### src/rtl/arx_pkg.sv
`timescale 1ns/1ps
package arx_pkg;

  // Strobes from control to datapath
  typedef struct packed {
    logic sampleEn;  // sample tick: shift the line histories
    logic shiftEn;   // accept one bit into the word register
    logic bitVal;    // value of the accepted bit
    logic loadBuf;   // copy the word into the host buffer
  } arxStrobe_t;

  // Line status from datapath to control
  typedef struct packed {
    logic lvlOne;    // one level held for the whole history
    logic lvlZero;   // zero level held for the whole history
    logic nullLast;  // most recent sample was null
    logic nullFull;  // whole history is null
  } arxStatus_t;

  typedef enum logic {ST_COLLECT, ST_GAP} arxState_t;

endpackage

### src/rtl/arx_datapath.sv
`timescale 1ns/1ps
module arx_datapath
  import arx_pkg::*;
#(
  parameter int WORD_BITS    = 32,
  parameter int HOLD_SAMPLES = 3
) (
  input  logic                   clk,
  input  logic                   rst,
  input  logic                   lineHi,
  input  logic                   lineLo,
  input  arxStrobe_t             ctl,
  input  logic                   halfSel,
  input  logic                   readEn,
  output arxStatus_t             stat,
  output logic [WORD_BITS/2-1:0] hostData
);

  localparam int HALF = WORD_BITS / 2;
  localparam int NUM_CLS = 3;  // 0: one, 1: zero, 2: null

  logic [NUM_CLS-1:0]   lineCls;
  logic [WORD_BITS-1:0] shiftWord;
  logic [WORD_BITS-1:0] bufWord;

  assign lineCls = {~lineHi & ~lineLo, lineLo & ~lineHi, lineHi & ~lineLo};

  // One sample history per line condition
  for (genvar g = 0; g < NUM_CLS; g++) begin : g_hist
    logic [HOLD_SAMPLES-1:0] sr;
    always_ff @(posedge clk) begin
      if (rst)               sr <= '0;
      else if (ctl.sampleEn) sr <= {sr[HOLD_SAMPLES-2:0], lineCls[g]};
    end
  end

  assign stat.lvlOne   = &g_hist[0].sr;
  assign stat.lvlZero  = &g_hist[1].sr;
  assign stat.nullLast = g_hist[2].sr[0];
  assign stat.nullFull = &g_hist[2].sr;

  always_ff @(posedge clk) begin
    if (rst) begin
      shiftWord <= '0;
      bufWord   <= '0;
    end else begin
      if (ctl.shiftEn) shiftWord <= {ctl.bitVal, shiftWord[WORD_BITS-1:1]};
      if (ctl.loadBuf) bufWord   <= shiftWord;
    end
  end

  always_comb begin
    if (!readEn)     hostData = '0;
    else if (halfSel) hostData = bufWord[WORD_BITS-1 -: HALF];
    else              hostData = bufWord[HALF-1:0];
  end

endmodule

### src/rtl/arx_control.sv
`timescale 1ns/1ps
module arx_control
  import arx_pkg::*;
#(
  parameter int WORD_BITS = 32,
  parameter int SAMP_HS   = 1,
  parameter int SAMP_LS   = 8,
  parameter int PER_MIN   = 8,
  parameter int PER_MAX   = 12,
  parameter int GAP_HS    = 10,
  parameter int GAP_LS    = 80,
  parameter int GAP_NEED  = 2
) (
  input  logic       clk,
  input  logic       rst,
  input  logic       slowMode,
  input  logic       halfSel,
  input  logic       readEn,
  input  arxStatus_t stat,
  output arxStrobe_t ctl,
  output logic       rxReady
);

  localparam int DIV_W = $clog2(SAMP_LS + 1);
  localparam int PER_W = $clog2(PER_MAX + 2);
  localparam int GAP_W = $clog2(GAP_LS + 1);
  localparam int CNT_W = $clog2(WORD_BITS + 1);
  localparam int HIT_W = $clog2(GAP_NEED + 1);
  localparam logic [PER_W-1:0] PER_SAT   = PER_W'(PER_MAX + 1);
  localparam logic [PER_W:0]   PER_MIN_V = (PER_W+1)'(PER_MIN);
  localparam logic [PER_W:0]   PER_MAX_V = (PER_W+1)'(PER_MAX);
  localparam logic [CNT_W-1:0] LAST_BIT  = CNT_W'(WORD_BITS - 1);
  localparam logic [HIT_W-1:0] LAST_HIT  = HIT_W'(GAP_NEED - 1);

  arxState_t        state;
  logic [DIV_W-1:0] divCnt;
  logic [PER_W-1:0] periodCnt;
  logic [PER_W:0]   elapsed;
  logic [CNT_W-1:0] bitCnt;
  logic [GAP_W-1:0] gapTmr;
  logic [HIT_W-1:0] gapHits;
  logic pending, pendVal, badRate, readLo, readHi;
  logic tick, bitSeen, tooSlow, gapDue, lastHit, acceptNow, rdLoNow, rdHiNow;
  logic [DIV_W-1:0] tickLast;
  logic [GAP_W-1:0] gapLast;

  assign tickLast  = slowMode ? DIV_W'(SAMP_LS - 1) : DIV_W'(SAMP_HS - 1);
  assign gapLast   = slowMode ? GAP_W'(GAP_LS - 1) : GAP_W'(GAP_HS - 1);
  assign tick      = (divCnt == '0);
  assign elapsed   = {1'b0, periodCnt} + 1'b1;
  assign bitSeen   = tick & pending & stat.nullLast;
  assign tooSlow   = (bitCnt != '0) && (elapsed > PER_MAX_V);
  assign gapDue    = (state == ST_GAP) && (gapTmr == gapLast);
  assign lastHit   = (gapHits == LAST_HIT);
  assign acceptNow = gapDue & stat.nullFull & lastHit & ~badRate;
  assign rdLoNow   = readEn & ~halfSel;
  assign rdHiNow   = readEn & halfSel;

  assign ctl.sampleEn = tick;
  assign ctl.shiftEn  = (state == ST_COLLECT) & bitSeen;
  assign ctl.bitVal   = pendVal;
  assign ctl.loadBuf  = acceptNow;
  assign rxReady      = readyQ;

  logic readyQ;

  always_ff @(posedge clk) begin
    if (rst) begin
      state     <= ST_COLLECT;
      divCnt    <= '0;
      periodCnt <= '0;
      bitCnt    <= '0;
      gapTmr    <= '0;
      gapHits   <= '0;
      pending   <= 1'b0;
      pendVal   <= 1'b0;
      badRate   <= 1'b0;
    end else begin
      divCnt <= (divCnt >= tickLast) ? '0 : divCnt + 1'b1;

      if (tick) begin
        if (bitSeen)           pending <= 1'b0;
        else if (stat.lvlOne)  {pending, pendVal} <= 2'b11;
        else if (stat.lvlZero) {pending, pendVal} <= 2'b10;
        if (bitSeen)                periodCnt <= '0;
        else if (periodCnt != PER_SAT) periodCnt <= periodCnt + 1'b1;
      end

      case (state)
        ST_COLLECT: if (tick) begin
          if (bitSeen) begin
            if (bitCnt == '0 || tooSlow) begin
              bitCnt  <= CNT_W'(1);
              badRate <= 1'b0;
            end else begin
              badRate <= badRate | (elapsed < PER_MIN_V);
              if (bitCnt == LAST_BIT) begin
                state   <= ST_GAP;
                bitCnt  <= '0;
                gapTmr  <= '0;
                gapHits <= '0;
              end else begin
                bitCnt <= bitCnt + 1'b1;
              end
            end
          end else if (tooSlow) begin
            bitCnt  <= '0;
            badRate <= 1'b0;
          end
        end
        ST_GAP: begin
          if (gapDue) begin
            gapTmr <= '0;
            if (stat.nullFull && !lastHit) gapHits <= gapHits + 1'b1;
            else                           state   <= ST_COLLECT;
          end else begin
            gapTmr <= gapTmr + 1'b1;
          end
        end
        default: state <= ST_COLLECT;
      endcase
    end
  end

  // Host handshake: load wins over the completing read
  always_ff @(posedge clk) begin
    if (rst) begin
      readyQ <= 1'b0;
      readLo <= 1'b0;
      readHi <= 1'b0;
    end else if (acceptNow) begin
      readyQ <= 1'b1;
      readLo <= 1'b0;
      readHi <= 1'b0;
    end else if (readyQ) begin
      if ((readLo | rdLoNow) & (readHi | rdHiNow)) begin
        readyQ <= 1'b0;
        readLo <= 1'b0;
        readHi <= 1'b0;
      end else begin
        readLo <= readLo | rdLoNow;
        readHi <= readHi | rdHiNow;
      end
    end
  end

endmodule

### src/rtl/arx_receiver.sv
`timescale 1ns/1ps
module arx_receiver
  import arx_pkg::*;
#(
  parameter int WORD_BITS    = 32,
  parameter int HOLD_SAMPLES = 3,
  parameter int SAMP_HS      = 1,
  parameter int SAMP_LS      = 8,
  parameter int PER_MIN      = 8,
  parameter int PER_MAX      = 12,
  parameter int GAP_HS       = 10,
  parameter int GAP_LS       = 80,
  parameter int GAP_NEED     = 2
) (
  input  logic                   clk,
  input  logic                   rst,
  input  logic                   lineHi,
  input  logic                   lineLo,
  input  logic                   slowMode,
  input  logic                   halfSel,
  input  logic                   readEn,
  output logic                   rxReady,
  output logic [WORD_BITS/2-1:0] hostData
);

  arxStrobe_t ctl;
  arxStatus_t stat;

  arx_control #(
    .WORD_BITS(WORD_BITS), .SAMP_HS(SAMP_HS), .SAMP_LS(SAMP_LS),
    .PER_MIN(PER_MIN), .PER_MAX(PER_MAX), .GAP_HS(GAP_HS),
    .GAP_LS(GAP_LS), .GAP_NEED(GAP_NEED)
  ) u_ctrl (
    .clk(clk), .rst(rst), .slowMode(slowMode), .halfSel(halfSel),
    .readEn(readEn), .stat(stat), .ctl(ctl), .rxReady(rxReady)
  );

  arx_datapath #(
    .WORD_BITS(WORD_BITS), .HOLD_SAMPLES(HOLD_SAMPLES)
  ) u_dp (
    .clk(clk), .rst(rst), .lineHi(lineHi), .lineLo(lineLo), .ctl(ctl),
    .halfSel(halfSel), .readEn(readEn), .stat(stat), .hostData(hostData)
  );

endmodule

### config.mk
export PLATFORM = sky130hd
export DESIGN_NAME = arx_receiver
export DESIGN_NICKNAME = d
export VERILOG_FILES = /design/src/rtl/arx_pkg.sv /design/src/rtl/arx_datapath.sv /design/src/rtl/arx_control.sv /design/src/rtl/arx_receiver.sv
export SDC_FILE = /design/constraint.sdc
export NUM_CORES = 1
export LEC_CHECK = 0
export ABC_AREA = 1
export BUFFER_PORTS_ARGS = -buffer_cell sky130_fd_sc_hd__buf_2
export CAP_MARGIN = 40
export CORE_ASPECT_RATIO = 1.75
export CORE_MARGIN = 4
export CORE_UTILIZATION = 59
export CTS_BUF_LIST = sky130_fd_sc_hd__clkbuf_4
export CTS_CLUSTER_DIAMETER = 30
export DETAILED_ROUTE_END_ITERATION = 12
export PLACE_DENSITY = 0.76
export SKIP_CTS_REPAIR_TIMING = 1
export SYNTH_ARGS = -nofsm -noshare
export SYNTH_HDL_FRONTEND = slang
export SYNTH_SLANG_ARGS = --single-unit
### constraint.sdc
create_clock -name clk -period 3.1 [get_ports clk]
set_clock_uncertainty 0.1 [all_clocks]
set_input_delay 0.155 -clock clk [delete_from_list [all_inputs] [get_ports clk]]
set_output_delay 0.155 -clock clk [all_outputs]
set_load 0.01 [all_outputs]
* Word-level counts from Yosys, hierarchy flattened
Cells that the tools add are included.
Word-level totals: bits of input ports 7, output and inout port bits 17, register bits after elaboration 103, word-level logic and storage cells 123
Cells by class: mux-type cells 43, order comparisons 3, eq/ne operators 10, reductions and logical operators 23, add/subtract/negate cells 6, bitwise gates (word level) 21
Operators with widths (count):
- $mux W7 | 6
- $mux W16 | 2
- $mux W6 | 4
- $mux W1 | 19
- $reduce_and A3 Y1 | 5
- $pmux W7 S2 | 1
- $and A1 B1 Y1 | 12
- $mux W2 | 6
- $add A4 B1 Y4 const B | 2
- $mux W4 | 2
- $ne A2 B2 Y1 const B | 4
- $add A7 B1 Y7 const B | 1
- $eq A7 B7 Y1 | 1
- $add A6 B1 Y6 const B | 1
- $eq A6 B5 Y1 const B | 1
- $logic_not A6 Y1 | 1
- $not A1 Y1 | 6
- $reduce_and A6 Y1 | 1
- $reduce_bool A2 Y1 | 3
- $reduce_bool A6 Y1 | 1
- $add A4 B1 Y5 const B | 1
- $gt A5 B4 Y1 const B | 1
- $lt A5 B4 Y1 const B | 1
- $ge A4 B4 Y1 | 1
- other kinds (16) | 23

* Depth between registers and ports, before layout
Gate-level depths: netlist (run 1).
word-level depth 8, mapped depth 13, depth with buffers taken out 13

* Cells and area by module
Synthesis (run 1) repeated with hierarchy kept, for this count alone.
Unflattened totals: cell total of the unflattened synthesis 620, area, all modules 4510.6 um^2
Modules (own cells, without submodules):
- arx_datapath | sequential area each 1461.4 um^2, times used 1, cells each 375, area each 2778.9 um^2
- arx_control | sequential area each 600.6 um^2, times used 1, cells each 245, area each 1731.7 um^2

* Worst setup path before layout (run 1)
Ideal clock, no wire load.
kind register to register, from register u_ctrl.bitCnt[0], to register u_ctrl.gapHits[0], cell stages (with the launch flop) 9, arrival time 1.379 ns, period minus slack after synthesis 1.595 ns, library setup time 0.115 ns, buffers on the path 0, slack 1.505 ns, cell sequence dfxtp_1 ha_1 nand3_1 o21ai_0 nand2_1 a21oi_1 nand3_1 o21ai_0 inv_1
Between the ends: longest elaborated chain between the ends 5, elaborated cells on any way between the ends 8, those cells by class eq/ne (3); reduce/logical (5)
Ends and longest elaborated chain:
- start: declaration | RTL line arx_control.sv:39 | logic [CNT_W-1:0] bitCnt;
- start signal: assignment | RTL line arx_control.sv:103 | bitCnt <= bitCnt + 1'b1;
- $reduce_bool A6 Y1 | RTL line arx_control.sv:52 | assign tooSlow = (bitCnt != '0) && (elapsed > PER_MAX_V);
- $logic_and A1 B1 Y1 | RTL line arx_control.sv:52
- $logic_or A1 B1 Y1 | RTL line arx_control.sv:92 | if (bitCnt == '0 || tooSlow) begin
- $ne A2 B2 Y1 (no source line)
- $reduce_and A6 Y1 (no source line) *
- end signal: assignment | RTL line arx_control.sv:114 | if (stat.nullFull && !lastHit) gapHits <= gapHits + 1'b1;
- end: declaration | RTL line arx_control.sv:41 | logic [HIT_W-1:0] gapHits;
Every way passes the cells marked *; elsewhere a longest branch is shown, timed or not. A chain may end at the register's enable or synchronous reset.

* Worst setup path in the final report (run 1)
from register u_ctrl.divCnt[0], to register u_dp.shiftWord[9]
Between the ends: longest elaborated chain between the ends 4
Ends and longest elaborated chain:
- start: declaration | RTL line arx_control.sv:36 | logic [DIV_W-1:0] divCnt;
- start signal: assignment | RTL line arx_control.sv:79 | divCnt <= (divCnt >= tickLast) ? '0 : divCnt + 1'b1;
- $logic_not A4 Y1 | RTL line arx_control.sv:49 | assign tick = (divCnt == '0);
- $and A1 B1 Y1 (2 in series) | RTL line arx_control.sv:51 | assign bitSeen = tick & pending & stat.nullLast;
- $and A1 B1 Y1 | RTL line arx_control.sv:60 | assign ctl.shiftEn = (state == ST_COLLECT) & bitSeen;
- end signal: assignment | RTL line arx_datapath.sv:47 | if (ctl.shiftEn) shiftWord <= {ctl.bitVal, shiftWord[WORD_BITS-1:1]};
- end: declaration | RTL line arx_datapath.sv:23 | logic [WORD_BITS-1:0] shiftWord;
Every way passes these cells.

==> results.cfg, run 1 <==
[timing]
worst_pin_slew_ns = 0.862
setup-violations-final = 0
drv_slew = 0
setup_tns_ns = 0
fmax_mhz = 398
fin_crit_ns = 2.51
worst_slack_ns = 0.587
rsz0062_at_grt = no
slew_headroom = 0.423
finalHoldViolCount = 0
fin_crit_sh = 0.811

[worst_setup_path]
r2r-end = u_dp.shiftWord[9]
path_buf_inv = 4
crit_path_frequent_cell = inv_2
critPathArrivalTime_ns = 2.77
reg2reg_slack_ns = 0.59
cp-start-kind = flop
critPathKind = flop to flop
path_max_fanout = 35
cp.required_ns = 3.36
r2r_cells = 11
endpoint_kind = flop
crit_slowest_cell = dfxtp_1
crit_chain = inv_1 -> ha_1 -> nand2_1 -> inv_2 -> nand2_2 -> nor2_4 -> inv_2 -> nor2_8 -> inv_2 -> nor2_1 -> nor2_1
crit_path_max_incr_delay_ns = 0.37
crit_family = simple AND/OR/NAND/NOR gates
rr_startpoint = u_ctrl.divCnt[0]

[cells_and_area]
most-common-layout-cells = dfxtp_1 (103), nor2_1 (98), inv_1 (73)
area_growth_pct = 6.00
final_cell_area_um2 = 4730
fin_cells = 700
n_fill_cell = 647
fin_nets = 629
utilization = 0.649
drive_gt1_frac = 0.0977
final_common_cell = dfxtp_1
diodes = 0

[power]
leakage_nw = 2.04
ir_worst_vdd_v = 0.000430
powerDensity_nw_per_um2 = 494

[synth]
synth_edf_count = 0
ys_warn_count = 0
synth_area_um2 = 4460
async_flop_share = 0
synth_nets = 615
synthTopCellsByArea = dfxtp_1 (46%), nor2_1 (8.2%), o21ai_0 (7.2%), a21oi_1 (6.5%), inv_1 (6.1%)
yosys_register_bits = 103
syn_inst = 596
yosysUniqueCellTypes = 34
synth_top_area_cell = dfxtp_1
ys_seq_area_frac = 0.462
yosys.area.top_type_share = 0.462
yosys_most_used_dff = dfxtp_1
syn_avg_cell_area_um2 = 7.49

[global_routing]
first_global_vias = 3626
grt_pass1_wl_mm = 15.5
grt-ovfl-total = 0
antenna_found_initial = 0
grt_max_degree = 57
grtUsageTotal = 0.213

[placement]
portBuffers = 23
place_area_um2 = 4560
pre_cts_slack_ns = 0.600
place_congestion = 0.862
hpwl_mm = 6.48
placed_cells = 682

[route]
drt-wirelength-per-cell_um = 12.7
drtPass1Iterations = 5
drc = 0
vias = 3810
wirelength_mm = 8.87
ant_nets = 0
first_iter_violations = 238
vias_per_cell = 5.44

[flow_run]
max_cap_violations = 0

[cts]
clk_pin_slew_ns = 0.14
clkLatencyLatePin_ns = 0.46
clock-root-buffer = clkbuf_4
htreeDepth = 3
clk_path_buf_depth = 2
cts_tree = done
cts_buffers = 9
clock-sinks = 103

[min_path]
min_to = u_dp.g_hist[2].sr[0]
hold_start = rst
min_path_cells = 2
min_path_type = input pin to flop

[floorplan]
coreArea_um2 = 7280
die_w_um = 73.7
dieArea_um2 = 9070
num_rows = 41
boundaryPins = 24
initial_core_util = 0.613
die_y_um = 123

[outcome]
outcome = complete, no violations
Yosys cell counts (5+ instances only):
| master | n |
|---|---|
| buf_6 | 5 |
| o21ai_0 | 64 |
| buf_2 | 6 |
| nand4_1 | 6 |
| nand2_1 | 61 |
| ha_1 | 12 |
| dfxtp_1 | 103 |
| inv_1 | 73 |
| o21ai_1 | 15 |
| nor2_1 | 98 |
| inv_2 | 6 |
| nand3_1 | 24 |
| clkbuf_1 | 14 |
| a21oi_1 | 58 |
| o22ai_1 | 18 |
layout make-up:
| class | count | area [µm²] | area share |
|---|---|---|---|
| clock inverters | 5 | 60.1 | 0.0127 |
| flip-flops and latches | 103 | 2060 | 0.436 |
| repair buffers | 31 | 183 | 0.0386 |
| inverters | 79 | 297 | 0.0627 |
| clock buffers | 10 | 75.1 | 0.0159 |
| well taps | 86 | 108 | 0.0228 |
| multi-input cells | 386 | 1950 | 0.411 |
worst max-delay path by stage:
| stage | from | endpoint | slack, ns | cells past startpoint |
|---|---|---|---|---|
| 2_1_floorplan | u_ctrl.bitCnt[0] | u_ctrl.gapHits[0] | 1.51 | 8 |
| 4_1_cts | u_ctrl.divCnt[0] | u_dp.shiftWord[19] | 0.59 | 11 |
| 6_report | u_ctrl.divCnt[0] | u_dp.shiftWord[9] | 0.59 | 11 |
| 3_5_place_dp | u_ctrl.divCnt[0] | u_dp.shiftWord[19] | 0.60 | 11 |
| 3_3_place_gp | u_ctrl.divCnt[0] | u_dp.shiftWord[19] | 0.72 | 11 |
| 5_1_grt | u_ctrl.divCnt[0] | u_dp.shiftWord[11] | 0.30 | 11 |
state kept, by name (all words and copies together), names as in the netlist, 2 cells and up:
name and flops:
u_ctrl.bitCnt 6, u_ctrl.divCnt 4, u_ctrl.gapHits 2, u_ctrl.gapTmr 7, u_ctrl.periodCnt 4, u_dp.bufWord 32, u_dp.g_hist.sr 9, u_dp.shiftWord 32
power by group:
group          internal (mW)  switching, mW  total [mW]
sequential              1.37         0.0521        1.42
combinational         0.0847          0.158       0.242
clock                  0.253          0.419       0.672
total                   1.71          0.629        2.34
metal layers:
layer,track usage,up-vias,share of wire
li1,-,1959,-
met1,0.235,1760,0.41
met2,0.387,74,0.53
met3,0.0325,17,0.036
met4,0.102,0,0.022
met5,0,-,0
cells by family (layout without fill, tap and decap cells):
kind of cell    after synthesis  count (layout)  share of synthesized area
compound gates              162             162                      0.192
xor+xnor                      6               6                     0.0118
fa+ha+maj                    12              12                     0.0337
buf+inv                     107             125                      0.102
flops                       103             103                      0.462
simple gates                206             206                      0.199
worst reg2reg max path, delay by kind of cell, from the launching register on:
| family | cells | cell delay [ns] |
|---|---|---|
| flip-flops | 1 | 0.37 |
| AND/OR/NAND/NOR | 6 | 1.04 |
| adder cells (fa/ha/maj) | 1 | 0.14 |
| buffers and inverters | 4 | 0.79 |
metrics by stage:
| stage | hold slack [ns] | power (mW) |
|---|---|---|
| 2_1_floorplan | 0.218 | 1.63 |
| 3_3_place_gp | 0.340 | 1.67 |
| 3_5_place_dp | 0.343 | 1.69 |
| 4_1_cts | -0.143 | 2.35 |
| 5_1_grt | 0.0467 | 2.45 |
| 6_report | 0.0447 | 2.34 |
(Power assumes the default switching activity.)
==> run 2: changes to the inputs <==
==> constraint.sdc (replaced) <==
create_clock -name clk -period 2.37 [get_ports clk]
set_clock_uncertainty 0.1 [all_clocks]
set_input_delay 0.1185 -clock clk [delete_from_list [all_inputs] [get_ports clk]]
set_output_delay 0.1185 -clock clk [all_outputs]
set_load 0.01 [all_outputs]
==> results.cfg, run 2 (same netlist as run 1, synthesis figures left out) <==
[outcome]
outcome = complete, no violations

[power]
p_clk_frac = 0.260
p_int_mw = 2.14
p_sw_frac = 0.277
power.switching_mw = 0.821
power_mw = 2.96
seq_power_share = 0.628
ir_worst_vdd_v = 0.000549
powerDensity_nw_per_um2 = 625
leakage_nw = 2.04
p_comb_frac = 0.113

[floorplan]
num_rows = 41
die_w_um = 73.7
boundaryPins = 24
initial_core_util = 0.613
die_y_um = 123
coreArea_um2 = 7280
dieArea_um2 = 9070

[route]
vias_per_cell = 5.37
first_iter_violations = 269
ant_nets = 0
drt-wirelength-per-cell_um = 12.5
vias = 3782
wirelength_mm = 8.78
drtPass1Iterations = 4
drc = 0

[timing]
fin_crit_sh = 0.796
slew_headroom = 0.605
drv_slew = 0
rsz0062_at_grt = no
holdWs_ns = 0.0322
setup-violations-final = 0
fin_crit_ns = 1.89
fmax_mhz = 530
setup_tns_ns = 0
worst_pin_slew_ns = 0.591
finalHoldViolCount = 0

[placement]
hpwl_mm = 6.29
placed_cells = 683
portBuffers = 23
place_congestion = 0.854

[worst_setup_path]
crit_family = buffers and inverters
critPathArrivalTime_ns = 2.12
cp-start-kind = flop
r2r_cells = 8
cp.required_ns = 2.60
critical_path_depth = 8
crit_chain = inv_1 -> ha_1 -> nand2_1 -> inv_2 -> buf_4 -> nand3_1 -> dlygate4sd3_1 -> a21oi_1
path_max_fanout = 12
critPathKind = flop to flop
path_buf_inv = 4
crit_slowest_cell = dlygate4sd3_1
crit_path_max_incr_delay_ns = 0.55
endpoint_kind = flop

[cells_and_area]
final_common_cell = dfxtp_1
utilization = 0.651
fin_cells = 704
drive_gt1_frac = 0.100
top_regs = u_dp.bufWord (32), u_dp.shiftWord (32), u_dp.g_hist.sr (9)
fin_nets = 631
n_fill_cell = 674
area_growth_pct = 6.23
most-common-layout-cells = dfxtp_1 (103), nor2_1 (98), inv_1 (73)

[global_routing]
grt_pass1_wl_mm = 15.5
antenna_found_initial = 1
first_global_vias = 3610
grt-ovfl-total = 0
grtUsageTotal = 0.215
grt_max_degree = 73

[cts]
htreeDepth = 3
clkLatencyLatePin_ns = 0.45
clk_pin_slew_ns = 0.15
clk_path_buf_depth = 2
clock-sinks = 103
clock-root-buffer = clkbuf_4
cts_buffers = 9
cts_tree = done

[min_path]
min_path_cells = 5
min_path_type = input pin to flop

[flow_run]
max_cap_violations = 0
## run 2: worst register-to-register path, stage by stage, from the launching register on
cell and delay [ns]:
dfxtp_1 0.40, inv_1 0.09, ha_1 0.19, nand2_1 0.09, inv_2 0.04, buf_4 0.17, nand3_1 0.08, dlygate4sd3_1 0.55
a21oi_1 0.06
## run 2: worst paths after layout
check	startpoint	to	slack, ns
setup reg to reg	u_ctrl.divCnt[0]	u_dp.g_hist[1].sr[0]	0.48
hold / removal	halfSel	u_ctrl.rxReady	0.03
hold reg to reg	u_dp.bufWord[2]	u_dp.bufWord[2]	0.36
setup / recovery	u_ctrl.divCnt[0]	u_dp.g_hist[1].sr[0]	0.48
## run 2: final cells by class
type	instances	area (µm²)	share of cell area
inverters	79	297	0.0626
clock inverters	6	37.5	0.00792
flip-flops and latches	103	2060	0.435
clock buffers	10	75.1	0.0158
repair buffers	33	213	0.0449
well taps	86	108	0.0227
multi-input cells	386	1950	0.411
diodes	1	2.50	0.000528
## run 2: routing by layer
layer | global-route usage | share of wire | up-vias | routed length, µm
met1 | 0.240 | 0.43 | 1721 | 3730
li1 | - | - | 1980 | -
met2 | 0.382 | 0.52 | 57 | 4540
met5 | 0 | 0 | - | 0
met3 | 0.0342 | 0.028 | 24 | 247
met4 | 0.108 | 0.029 | 0 | 257
## run 2: stage by stage
stage          setup WS [ns]  area (µm²)
6_report               0.483        4740
5_1_grt                0.294        4740
4_1_cts                0.454        4700
3_5_place_dp           0.486        4580
3_3_place_gp           0.531        4580
2_1_floorplan          0.775        4460
## run 2: power by group through the flow
| stage | registers (mW) | clock network, mW | logic (mW) |
|---|---|---|---|
| floorplan | 1.88 | 0 | 0.250 |
| global placement | 1.89 | 0 | 0.311 |
| detailed placement | 1.90 | 0 | 0.327 |
| CTS | 1.86 | 0.794 | 0.329 |
| global route | 1.87 | 0.878 | 0.391 |
| finish | 1.86 | 0.769 | 0.333 |
